$ cat src/rtl/cpu_pwrup_pkg.sv
package cpu_pwrup_pkg;

    localparam int CTL_W     = 8;
    localparam int GATE_W    = 32;
    localparam int RAMP_W    = 8;
    localparam int RAMP_LSB  = 24;
    localparam int GATE_EN_B = 0;

    // Control word, MSB first so that field i sits at bit i
    typedef struct packed {
        logic pwrd_up;     // 7
        logic clk_gate;    // 6
        logic por_rst;     // 5
        logic core_rst;    // 4
        logic mem_hs;      // 3
        logic l1_rst_dis;  // 2
        logic mem_clamp;   // 1
        logic clamp;       // 0
    } ctl_word_t;

    typedef enum logic [2:0] {
        ST_IDLE,
        ST_GATE,
        ST_WAIT_MEM,
        ST_MEM_HS,
        ST_WAIT_CLAMP,
        ST_WAIT_RST,
        ST_PWRUP
    } seq_state_e;

    typedef enum logic [2:0] {
        CMD_NONE,
        CMD_ENTER,
        CMD_GATE_ON,
        CMD_MEMCLAMP_OFF,
        CMD_MEMHS_ON,
        CMD_CLAMP_OFF,
        CMD_RST_OFF,
        CMD_PWRUP
    } step_cmd_e;

    function automatic ctl_word_t apply_cmd(input ctl_word_t cur, input step_cmd_e cmd);
        ctl_word_t nxt;
        nxt = cur;
        case (cmd)
            CMD_ENTER: begin
                nxt           = '0;
                nxt.clamp     = 1'b1;
                nxt.mem_clamp = 1'b1;
                nxt.core_rst  = 1'b1;
                nxt.por_rst   = 1'b1;
            end
            CMD_MEMCLAMP_OFF: nxt.mem_clamp = 1'b0;
            CMD_MEMHS_ON:     nxt.mem_hs    = 1'b1;
            CMD_CLAMP_OFF:    nxt.clamp     = 1'b0;
            CMD_RST_OFF: begin
                nxt.core_rst = 1'b0;
                nxt.por_rst  = 1'b0;
            end
            CMD_PWRUP:        nxt.pwrd_up   = 1'b1;
            default:          nxt = cur;
        endcase
        return nxt;
    endfunction

    function automatic logic [GATE_W-1:0] make_gate_word(input logic [RAMP_W-1:0] ramp);
        logic [GATE_W-1:0] w;
        w = '0;
        w[RAMP_LSB +: RAMP_W] = ramp;
        w[GATE_EN_B]          = 1'b1;
        return w;
    endfunction

endpackage

$ cat src/rtl/pwrup_settle_timer.sv
module pwrup_settle_timer #(
    parameter int CYCLES_PER_US = 19,
    parameter int SETTLE_US     = 2
) (
    input  logic clk,
    input  logic rst,
    input  logic run,
    output logic expired
);
    localparam int WAIT_CYC = CYCLES_PER_US * SETTLE_US;
    localparam int CNT_W    = (WAIT_CYC > 1) ? $clog2(WAIT_CYC) : 1;

    generate
        if (WAIT_CYC <= 1) begin : g_single
            // one-cycle wait: expires on every running cycle
            assign expired = run;
        end else begin : g_count
            localparam logic [CNT_W-1:0] LAST = CNT_W'(WAIT_CYC - 1);
            logic [CNT_W-1:0] cnt_q;

            always_ff @(posedge clk) begin
                if (rst || !run || (cnt_q == LAST)) begin
                    cnt_q <= '0;
                end else begin
                    cnt_q <= cnt_q + 1'b1;
                end
            end

            assign expired = run && (cnt_q == LAST);
        end
    endgenerate

endmodule

$ cat src/rtl/pwrup_step_fsm.sv
module pwrup_step_fsm
    import cpu_pwrup_pkg::*;
(
    input  logic      clk,
    input  logic      rst,
    input  logic      start,
    input  logic      wait_done,
    output step_cmd_e cmd,
    output logic      wait_run,
    output logic      busy
);
    seq_state_e state_q, state_d;

    always_ff @(posedge clk) begin
        if (rst) begin
            state_q <= ST_IDLE;
        end else begin
            state_q <= state_d;
        end
    end

    always_comb begin
        state_d  = state_q;
        cmd      = CMD_NONE;
        wait_run = 1'b0;
        case (state_q)
            ST_IDLE: begin
                if (start) begin
                    cmd     = CMD_ENTER;
                    state_d = ST_GATE;
                end
            end
            ST_GATE: begin
                cmd     = CMD_GATE_ON;
                state_d = ST_WAIT_MEM;
            end
            ST_WAIT_MEM: begin
                wait_run = 1'b1;
                if (wait_done) begin
                    cmd     = CMD_MEMCLAMP_OFF;
                    state_d = ST_MEM_HS;
                end
            end
            ST_MEM_HS: begin
                cmd     = CMD_MEMHS_ON;
                state_d = ST_WAIT_CLAMP;
            end
            ST_WAIT_CLAMP: begin
                wait_run = 1'b1;
                if (wait_done) begin
                    cmd     = CMD_CLAMP_OFF;
                    state_d = ST_WAIT_RST;
                end
            end
            ST_WAIT_RST: begin
                wait_run = 1'b1;
                if (wait_done) begin
                    cmd     = CMD_RST_OFF;
                    state_d = ST_PWRUP;
                end
            end
            ST_PWRUP: begin
                cmd     = CMD_PWRUP;
                state_d = ST_IDLE;
            end
            default: state_d = ST_IDLE;
        endcase
    end

    assign busy = (state_q != ST_IDLE);

endmodule

$ cat src/rtl/pwrup_ctl_regs.sv
module pwrup_ctl_regs
    import cpu_pwrup_pkg::*;
#(
    parameter int RAMP_COUNT = 16
) (
    input  logic              clk,
    input  logic              rst,
    input  step_cmd_e         cmd,
    output ctl_word_t         ctl,
    output logic [GATE_W-1:0] gate,
    output logic              done
);
    localparam logic [RAMP_W-1:0] RAMP_VAL = RAMP_W'(RAMP_COUNT);

    always_ff @(posedge clk) begin
        if (rst) begin
            ctl  <= '0;
            gate <= '0;
            done <= 1'b0;
        end else begin
            ctl  <= apply_cmd(ctl, cmd);
            done <= (cmd == CMD_PWRUP);
            if (cmd == CMD_ENTER) begin
                gate <= '0;
            end else if (cmd == CMD_GATE_ON) begin
                gate <= make_gate_word(RAMP_VAL);
            end
        end
    end

endmodule

$ cat src/rtl/cpu_pwrup_seq.sv
module cpu_pwrup_seq
    import cpu_pwrup_pkg::*;
#(
    parameter int CYCLES_PER_US = 19,
    parameter int SETTLE_US     = 2,
    parameter int RAMP_COUNT    = 16
) (
    input  logic        clk,
    input  logic        rst,
    input  logic        start,
    output logic        busy,
    output logic        done,
    output logic [7:0]  pwr_ctl,
    output logic [31:0] gate_ctl
);
    step_cmd_e step_cmd;
    logic      wait_run;
    logic      wait_done;
    ctl_word_t ctl_q;

    pwrup_step_fsm u_fsm (
        .clk       (clk),
        .rst       (rst),
        .start     (start),
        .wait_done (wait_done),
        .cmd       (step_cmd),
        .wait_run  (wait_run),
        .busy      (busy)
    );

    pwrup_settle_timer #(
        .CYCLES_PER_US (CYCLES_PER_US),
        .SETTLE_US     (SETTLE_US)
    ) u_timer (
        .clk     (clk),
        .rst     (rst),
        .run     (wait_run),
        .expired (wait_done)
    );

    pwrup_ctl_regs #(
        .RAMP_COUNT (RAMP_COUNT)
    ) u_regs (
        .clk  (clk),
        .rst  (rst),
        .cmd  (step_cmd),
        .ctl  (ctl_q),
        .gate (gate_ctl),
        .done (done)
    );

    assign pwr_ctl = ctl_q;

endmodule

$ cat config.mk
export PLATFORM = sky130hd
export DESIGN_NAME = cpu_pwrup_seq
export DESIGN_NICKNAME = d
export VERILOG_FILES = /design/src/rtl/cpu_pwrup_pkg.sv /design/src/rtl/pwrup_settle_timer.sv /design/src/rtl/pwrup_step_fsm.sv /design/src/rtl/pwrup_ctl_regs.sv /design/src/rtl/cpu_pwrup_seq.sv
export SDC_FILE = /design/constraint.sdc
export NUM_CORES = 1
export LEC_CHECK = 0
export CAP_MARGIN = 10
export CORE_ASPECT_RATIO = 1.25
export CORE_MARGIN = 2
export CORE_UTILIZATION = 44
export CTS_CLUSTER_DIAMETER = 100
export DETAILED_ROUTE_END_ITERATION = 7
export PLACE_DENSITY = 0.89
export SLEW_MARGIN = 10
export SYNTH_ARGS = -nofsm -noshare
export SYNTH_HDL_FRONTEND = slang
export SYNTH_SLANG_ARGS = --single-unit
export TNS_END_PERCENT = 100
$ cat constraint.sdc
create_clock -name clk -period 4.05 [get_ports clk]
set_input_delay 0.405 -clock clk [delete_from_list [all_inputs] [get_ports clk]]
set_output_delay 0.405 -clock clk [all_outputs]
set_load 0.01 [all_outputs]
# ---- Yosys cells after proc, flatten, opt, wreduce, memory -nomap -nowiden
# Index checks and enable logic that the tools add are counted.
dict set report classes {
  reduce_logical 14
  n_eq_ne 18
  n_mux 16
  n_addsub 1
}
# cell count
set ops {}
lappend ops {{$eq 3x3->1 const B} 7}
lappend ops {{$pmux 3 s7} 1}
lappend ops {{$mux 3} 6}
lappend ops {{$pmux 3 s6} 1}
lappend ops {{$eq 3x2->1 const B} 4}
lappend ops {{$reduce_bool 2->1} 5}
lappend ops {{$pmux 1 s2} 4}
lappend ops {{$add 6x1->6 const B} 1}
lappend ops {{$eq 3x1->1 const B} 2}
lappend ops {{$eq 6x6->1 const B} 1}
lappend ops {{$ne 2x1->1 const B} 3}
lappend ops {{$pmux 2 s2} 1}
lappend ops {{$reduce_and 4->1} 1}
lappend ops {{$logic_not 3->1} 1}
lappend ops {{$reduce_bool 3->1} 1}
lappend ops {{$reduce_or 3->1} 1}
lappend ops {{$logic_or 1x1->1} 2}
lappend ops {{$mux 1} 2}
lappend ops {{$mux 2} 1}
lappend ops {{$ne 2x2->1 const B} 1}
lappend ops {{$reduce_or 2->1} 1}
lappend ops {{$logic_and 1x1->1} 1}
lappend ops {{$logic_not 1->1} 1}
dict set report word_totals {
  wordCells 59
  inputBits 3
  ff_bits 17
}

# ---- Logic depth before layout (Yosys ltp)
# Gate-level depths: netlist (run 1).
dict set report logic_depth {
  word_depth 8
  mapped_depth 6
}

# ---- Cells and area by module
# From an unflattened synthesis (run 1), not the netlist that was laid out.
dict set report hier_totals {
  hier_cells 123
  hier_area_um2 1057.3
}
# mod instances cells_each area_per_inst_um2
set by_module_without_submodules {}
lappend by_module_without_submodules {pwrup_ctl_regs 1 65 555.5}
lappend by_module_without_submodules {pwrup_settle_timer 1 27 265.3}
lappend by_module_without_submodules {pwrup_step_fsm 1 31 236.5}

# ---- Worst setup path after synthesis (run 1)
# OpenSTA, ideal clock, no wires.
dict set report synth_timing {
  kind {flip-flop to flip-flop}
  start {register u_timer.g_count.cnt_q[1]}
  end {register u_fsm.state_q[0]}
  arrival_ps 1211
  slack_ps 2706
  setup_ps 133
  path_buffers 0
  required_time_ps 3917
  stages_incl_launch_ff 7
  path_cell_list {dfxtp_1 > inv_1 > ha_1 > and3b_2 > and4_4 > nor4_2 > a211oi_2}
}
dict set report synth_between {
  elab_chain_cells 4
  word_cells_on_any_way 6
  cone_classes {eq/ne: 4; reduce/logical: 2}
}
# item line
set synth_lines {}
lappend synth_lines {{start: declaration} pwrup_settle_timer.sv:19} ;# logic [CNT_W-1:0] cnt_q;
lappend synth_lines {{start signal: assignment} pwrup_settle_timer.sv:25} ;# cnt_q <= cnt_q + 1'b1;
lappend synth_lines {{$eq 6x6->1 (*)} pwrup_settle_timer.sv:29} ;# assign expired = run && (cnt_q == LAST);
lappend synth_lines {{$logic_and 1x1->1 (*)} pwrup_settle_timer.sv:29}
lappend synth_lines {{$ne 2x1->1 (no line)} n/a}
lappend synth_lines {{$reduce_and 4->1 (no line) (*)} n/a}
lappend synth_lines {{end signal: assignment} pwrup_step_fsm.sv:18} ;# state_q <= state_d;
lappend synth_lines {{end: declaration} pwrup_step_fsm.sv:12} ;# seq_state_e state_q, state_d;
# Every way passes the cells marked *; elsewhere a longest branch is shown, timed or not.
# A chain may end at the register's enable or synchronous reset.

# ---- Worst setup path in the final report (run 1)
dict set report layout_timing {
  start {register u_fsm.state_q[2]}
  end {output port busy}
}
dict set report layout_between {
  elab_chain_cells 1
}
# item line
set layout_lines {}
lappend layout_lines {{$reduce_bool 3->1} pwrup_step_fsm.sv:70} ;# assign busy = (state_q != ST_IDLE);
lappend layout_lines {{end: declaration} cpu_pwrup_seq.sv:11} ;# output logic busy,
# No other way between the ends.

==> results of run 1 <==
[cells in the mapped netlist (2+ instances only)]
library cell | n | share of area
sky130_fd_sc_hd__xor2_1 | 2 | 0.018
sky130_fd_sc_hd__nor2_1 | 13 | 0.049
sky130_fd_sc_hd__nor3_1 | 2 | 0.010
sky130_fd_sc_hd__buf_4 | 34 | 0.26
sky130_fd_sc_hd__dfxtp_1 | 16 | 0.32
sky130_fd_sc_hd__inv_1 | 2 | 0.0076
sky130_fd_sc_hd__nand2_1 | 4 | 0.015
sky130_fd_sc_hd__xnor2_1 | 3 | 0.027
sky130_fd_sc_hd__nand3_1 | 3 | 0.015
sky130_fd_sc_hd__a21oi_1 | 8 | 0.040
sky130_fd_sc_hd__nor2b_1 | 2 | 0.013
sky130_fd_sc_hd__ha_1 | 2 | 0.025
sky130_fd_sc_hd__nand2b_1 | 3 | 0.019
sky130_fd_sc_hd__buf_2 | 2 | 0.010
[routing by layer]
layer | global-route usage | up-vias
li1 | - | 341
met5 | 0 | -
met2 | 0.2024 | 28
met3 | 0.02848 | 2
met1 | 0.1201 | 329
met4 | 0.04490 | 0
[critical path: cells and delay by family (launching register included)]
family / cells / cell delay (ps)
buf+inv: 1 / 480
flops: 1 / 440
simple gates: 1 / 400
[final timing paths]
check	start	to	slack [ps]	depth (start not counted)
max	u_fsm.state_q[2]	busy	2050	2
min	u_timer.g_count.cnt_q[0]	u_timer.g_count.cnt_q[0]	470	1
max reg2reg	u_fsm.state_q[1]	u_timer.g_count.cnt_q[4]	2560	4
min reg2reg	u_timer.g_count.cnt_q[0]	u_timer.g_count.cnt_q[0]	470	1
[metrics by stage]
step | setup WS [ps] | instance area, sq um
final | 2048 | 1027
after global routing | 1985 | 1027
after CTS | 2043 | 1027
after detailed placement | 2368 | 991.0
after global placement | 2386 | 991.0
after floorplan | 2706 | 1106
[layout make-up]
cell class,instances,area [sq um]
Multi-Input combinational cell,92,504.2
Sequential cell,16,320.3
Fill cell,220,1136
Tap cell,31,38.79
Inverter,2,7.507
Timing Repair Buffer,12,120.1
Clock buffer,4,36.28
[flip-flops by register name, indices dropped and copies added (netlist names)]
signal                 cells
u_timer.g_count.cnt_q      6
u_regs.done                1
u_fsm.state_q              3
u_regs.gate                1
u_regs.ctl                 5
[power breakdown]
| group | internal (mW) | switching, mW | leakage [nW] |
|---|---|---|---|
| sequential | 0.174 | 0.0261 | 0.130 |
| clock | 0.0546 | 0.0480 | 0.0210 |
| combinational | 0.0663 | 0.0631 | 0.274 |
| total | 0.295 | 0.137 | 0.426 |
[logic make-up after synthesis]
logic type / count (synthesis)
flops: 16
simple gates: 37
fa+ha+maj: 2
other cells: 1
buf+inv: 40
xor+xnor: 5
compound gates: 16
==> metrics.md, run 1 <==
| Metric | Value |
|---|---|
| Sequential share of the synthesized area | 0.3236 |
| CTS clock-pin slew for the worst setup and hold paths | 100 ps |
| Met3 routed wirelength | between 100 and 150 microns |
| Ys flop type | sky130_fd_sc_hd__dfxtp_1 |
| Commonest cells after routing, fill and taps aside | sky130_fd_sc_hd__conb_1 (32), sky130_fd_sc_hd__dfxtp_1 (16), sky130_fd_sc_hd__nor2_1 (13) |
| Adder-cell share of the synthesized area | 0.02528 |
| Routability congestion estimate from global placement | 0.8155 |
| Critical Path Fanout Max | 14 |
| Number of synthesis warnings | 0 |
| Estimated wirelength of the detail-placed design | about 1.2 mm |
| Highest clock rate | approximately 0.5 GHz |
| Metal1 wirelength | slightly below 600 microns |
| Final standard cell count with taps included and fillers excluded | ~160 |
| Antenna diode instance count | 0 |
| Count of antenna-violating nets left after detailed routing | 0 |
| Finish-stage setup viols | 0 |
| Total of flip-flops plus latches after synthesis | 16 |
| Cell Chain, Critical Path | or3_1 > clkdlybuf4s50_1 |
| Post-CTS setup-driven buffer insertion count | 0 |
| Number of global-route vias before repair | between 500 and 600 |
| Post-Synthesis Mean Instance Area | approximately 8.5 sq um |
| Slowest-stage cell, CP | sky130_fd_sc_hd__clkdlybuf4s50_1 |
| Power per Cell Area | 420.3 nW/um^2 |
| Area share of xor/xnor cells in the synthesized design | 0.04425 |
| Detailed-routed wire length on met2 | slightly below 800 microns |
| Data required time of the critical path | 3640 ps |
| Dominant combinational cell family by area after synthesis | buffers and inverters |
| First-pass GRT wire length | between 2 and 2.5 mm |
| Largest net degree at the start of global routing | 15 |
| Setup crit end kind | output port |
| Clock insertion delay at the later pin of the skew report | about 280 ps |
| Proportion of synthesized area in mux cells | 0 |
| Delay of the slowest cell on the worst path | roughly 480 ps |
| Die area | between 2000 and 3000 sq um |
| Worst hold path class | flop to flop |
| Final critical-path required period | around 2000 ps |
| Share of synthesized cell area in and, or, nand and nor gates | 0.2086 |
| Count of hold-fix buffers inserted at cts | 0 |
| H-tree depth reported by CTS | 1 |
| Total routed wirelength | between 1 and 1.5 mm |
| Remaining DRCs | 0 |
| Final number of hold-violating endpoints | 0 |
| Total clock buffers created by CTS | 3 |
| Antenna violations before repair | 0 |
| Post-Syn Instances | ~120 |
| Most frequent standard cell in the layout excluding fill and tap cells | sky130_fd_sc_hd__conb_1 |
| Count of cell types in the netlist | 35 |
| Buffer levels on the longest clock path | 2 |
| Core footprint | about 2200 sq um |
| Design Power | around 0.43 mW |
| Critical Path Start Type | flop |
| Net count, final | between 100 and 150 |
| Crit path kind | flop to output port |
| GRT overflow | 0 |
| Count of input and output buffers | 12 |
| Number of clock sinks seen by CTS | 16 |
| Crit path DAT | about 1600 ps |
| Number of enable-type register cells in the synthesized netlist | 0 |
| Average routed wire per standard cell | about 9.4 microns |
| Worst-case clock skew | between 7 and 8 ps |
| Setup TNS after final layout | 0 ps |
| Static leakage power | roughly 0.43 nW |
| Vias after detailed routing | 700 |
| Top routing layer in use | met4 |
| Synthesized-area fraction occupied by ao, oa, aoi and oai cells | 0.1100 |
| Width of the die | between 40 and 50 microns |
| Fraction of registers with async set or reset after synthesis | 0 |
| Root Driver | sky130_fd_sc_hd__clkbuf_4 |
| Smallest hold slack | 473.4 ps |
| Maxcap violations | 0 |
| Core Rows | 19 |
| Starting utilization of the core area | 0.4575 |
| Number of cells in the design after placement | around 150 |
| Unrepaired setup endpoints after global routing | false |
| Run status | finished, final reports clean |
| Number of gates resized after CTS | 0 |
| Area Growth Syn to Fin | 3.793% |
| Global-route usage over all layers | 0.1131 |
| Vias per inst | roughly 4.5 |
| Proportion of layout cells with a drive suffix above 1 | 0.07937 |
| Clock tree from TritonCTS | yes |
| Number of optimization iterations in the first detailed-route pass | 2 |
| Die outline height | about 57 microns |
| IO Pins | between 40 and 50 |
| Combined area of all synthesized cells | approximately 990 sq um |
| Max rail drop VDD | ~0.20 mV |
| Final clock period utilization by the worst path | 0.4943 |
| Utilization after layout | 0.4748 |
| Final max-slew violation count | 0 |
| Detailed Route Iter0 Violations | 6 |
Power figures use the tool's default switching activity.
==> run 2, diff against run 1 <==
Settings changed: CORE_UTILIZATION 44 to 41, PLACE_DENSITY 0.89 to 0.84.
Clock period 4.05 ns to 2 ns, I/O delays scaled along.
==> run 2 against run 1 <==
Via count decreased by 3.6%. Setup slack got worse by 1900 ps. Total power increased by 100%. Die area increased by 6.7%. Flip-flop and latch count unchanged. Worst hold slack improved by 16 ps. First-iteration DRC count increased by 50%. Critical path type unchanged. Critical endpoint unchanged. Largest cell class unchanged.
==> metrics.md, run 2 (same netlist as run 1, synthesis figures left out) <==
| Metric | Value |
|---|---|
| Run status | finished, final reports clean |
| Core footprint | 2235 sq um (+3.3%) |
| Buffer levels on the longest clock path | 2 (unchanged) |
| Clock tree from TritonCTS | yes |
| Remaining DRCs | 0 (unchanged) |
| Number of optimization iterations in the first detailed-route pass | 4 (+2) |
| Biggest register | u_timer.g_count.cnt_q |
| Vias after detailed routing | 675 (-3.6%) |
| Worst-case clock skew | 5.376 ps (-2.062 ps) |
| Die area | 2825 sq um (+6.7%) |
| Final number of hold-violating endpoints | 0 (unchanged) |
| Critical Path Fanout Max | 14 (unchanged) |
| Number of gates resized after CTS | 0 (unchanged) |
| Unrepaired setup endpoints after global routing | false |
| Antenna diode instance count | 0 (unchanged) |
| Power per Cell Area | 856.2 nW/um^2 (+100%) |
| Average routed wire per standard cell | 9.051 microns (-4.2%) |
| Area Growth Syn to Fin | 3.793% (unchanged) |
| Global-route usage over all layers | 0.1153 (+0.002236) |
| Crit Reg-Reg Startpoint | u_timer.g_count.cnt_q[1] |
| Proportion of layout cells with a drive suffix above 1 | 0.07937 (unchanged) |
| Vias per inst | 4.299 (-3.6%) |
| Largest net degree at the start of global routing | 15 (unchanged) |
| Smallest hold slack | 489.0 ps (+15.53 ps) |
| IO Pins | 45 (unchanged) |
| Slowest-stage cell, CP | sky130_fd_sc_hd__clkdlybuf4s50_1 |
| Die outline height | 58.93 microns (+3.3%) |
| Maxcap violations | 0 (unchanged) |
| Routability congestion estimate from global placement | 0.7655 (-6.1%) |
| Setup slack, reg-to-reg | 530 ps (-2030 ps) |
| Total routed wirelength | 1.421 mm (-4.2%) |
| Finish-stage setup viols | 0 (unchanged) |
| Clock insertion delay at the later pin of the skew report | 290 ps (about the same) |
| Count of input and output buffers | 12 (unchanged) |
| CP Buf/Inv Count | 1 (unchanged) |
| Count of antenna-violating nets left after detailed routing | 0 (unchanged) |
| Setup TNS after final layout | 0 ps (unchanged) |
| Width of the die | 47.95 microns (+3.3%) |
| GRT overflow | 0 (unchanged) |
| Crit path DAT | 1600 ps (about the same) |
| Detailed Route Iter0 Violations | 9 (+3) |
| Max reg flops | 6 (unchanged) |
| Crit path kind | flop to output port |
| Most frequent standard cell in the layout excluding fill and tap cells | sky130_fd_sc_hd__conb_1 |
| Cell Chain, Critical Path | or3_1 > clkdlybuf4s50_1 |
| Critical Path Start Type | flop |
| Worst hold path class | flop to flop |
| Delay of the slowest cell on the worst path | 480 ps (about the same) |
| Antenna violations before repair | 0 (unchanged) |
| Final Cell Area | 1027 sq um (unchanged) |
| Commonest cells after routing, fill and taps aside | sky130_fd_sc_hd__conb_1 (32), sky130_fd_sc_hd__dfxtp_1 (16), sky130_fd_sc_hd__nor2_1 (13) |
| Hold-critical path endpoint | u_timer.g_count.cnt_q[0] |
| Number of instances on the worst hold path | 1 (unchanged) |
| Post-CTS setup-driven buffer insertion count | 0 (unchanged) |
| Total clock buffers created by CTS | 3 (unchanged) |
| Starting utilization of the core area | 0.4429 (-0.01460) |
| Static leakage power | 0.4258 nW (unchanged) |
| Estimated wirelength of the detail-placed design | 1.141 mm (-2.4%) |
| Max rail drop VDD | 0.5903 mV (+190%) |
| Root Driver | sky130_fd_sc_hd__clkbuf_4 |
| Family with the most delay on the worst path | buffers and inverters |
| CP Launch Point | u_fsm.state_q[2] |
| Core Rows | 19 (unchanged) |
| R2r worst-path depth | 6 (+2) |
| Setup crit end kind | output port |
| Highest clock rate | 0.5541 GHz |
| CTS clock-pin slew for the worst setup and hold paths | 100 ps (about the same) |
| Reg-to-Reg End | u_fsm.state_q[0] |
| H-tree depth reported by CTS | 1 (unchanged) |
| Final max-slew violation count | 0 (unchanged) |
| Registers with the most flip-flops | u_timer.g_count.cnt_q: 6 flops, u_regs.ctl: 5 flops, u_fsm.state_q: 3 flops |
| Hold path startpoint | u_timer.g_count.cnt_q[0] |
| Count of hold-fix buffers inserted at cts | 0 (unchanged) |
| Number of clock sinks seen by CTS | 16 (unchanged) |
| Data required time of the critical path | 1800 ps (-1840 ps) |
| Dpl cell area | 991.0 sq um (unchanged) |
| First-pass GRT wire length | 2.297 mm (+1.5%) |
| Final critical-path required period | between 1500 and 2000 ps |
| Design Power | 0.8795 mW (+100%) |
| Number of global-route vias before repair | 569 (-0.70%) |
| Final clock period utilization by the worst path | 0.9023 |
| Net count, final | 132 (unchanged) |
==> run 2: cell counts in the layout (fill, tap and decap cells not counted) <==
No cell type changed its count.
==> run 2: per-layer routing <==
metal  track usage  vias up  part of all wire
met5             0        -                 0
li1              -      339                 -
met3       0.05828        0             0.073
met1        0.1271      306              0.41
met2        0.1886       30              0.52
met4       0.03475        0                 0
==> run 2: per-stage QoR <==
stage	std cells	setup WS, ps	util
after floorplan	148	655.9	-
after global placement	153	538.2	0.4434
after detailed placement	153	525.6	0.4434
after CTS	157	200.2	0.4597
after global routing	157	131.9	0.4597
final	157	195.4	0.4597
==> run 2: final cells by class <==
| type | instances | area, sq um |
|---|---|---|
| repair buffers | 12 | 120.1 |
| flip-flops and latches | 16 | 320.3 |
| inverters | 2 | 7.507 |
| fillers | 243 | 1207 |
| well taps | 31 | 38.79 |
| clock buffers | 4 | 36.28 |
| multi-input cells | 92 | 504.2 |
==> run 2: worst max path at each step <==
| stage | endpoint | slack (ps) | cells past startpoint |
|---|---|---|---|
| after global placement | busy | 540 | 2 |
| after detailed placement | busy | 530 | 2 |
| final | busy | 200 | 2 |
| after CTS | busy | 200 | 2 |
| after global routing | busy | 130 | 2 |
| after floorplan | u_fsm.state_q[0] | 660 | 6 |
==> run 2: report_power, final <==
group	leakage (nW)	switching, mW	internal (mW)	total, mW
logic	0.274	0.128	0.134	0.262
registers	0.130	0.0517	0.352	0.403
clock network	0.0210	0.103	0.111	0.214
total	0.426	0.283	0.596	0.879
==> run 3, diff against run 2 <==
Settings changed: CAP_MARGIN 10 to not set.
==> results of run 3 <==
Same layout as run 2: the final DEF is identical, and so are final timing and power.
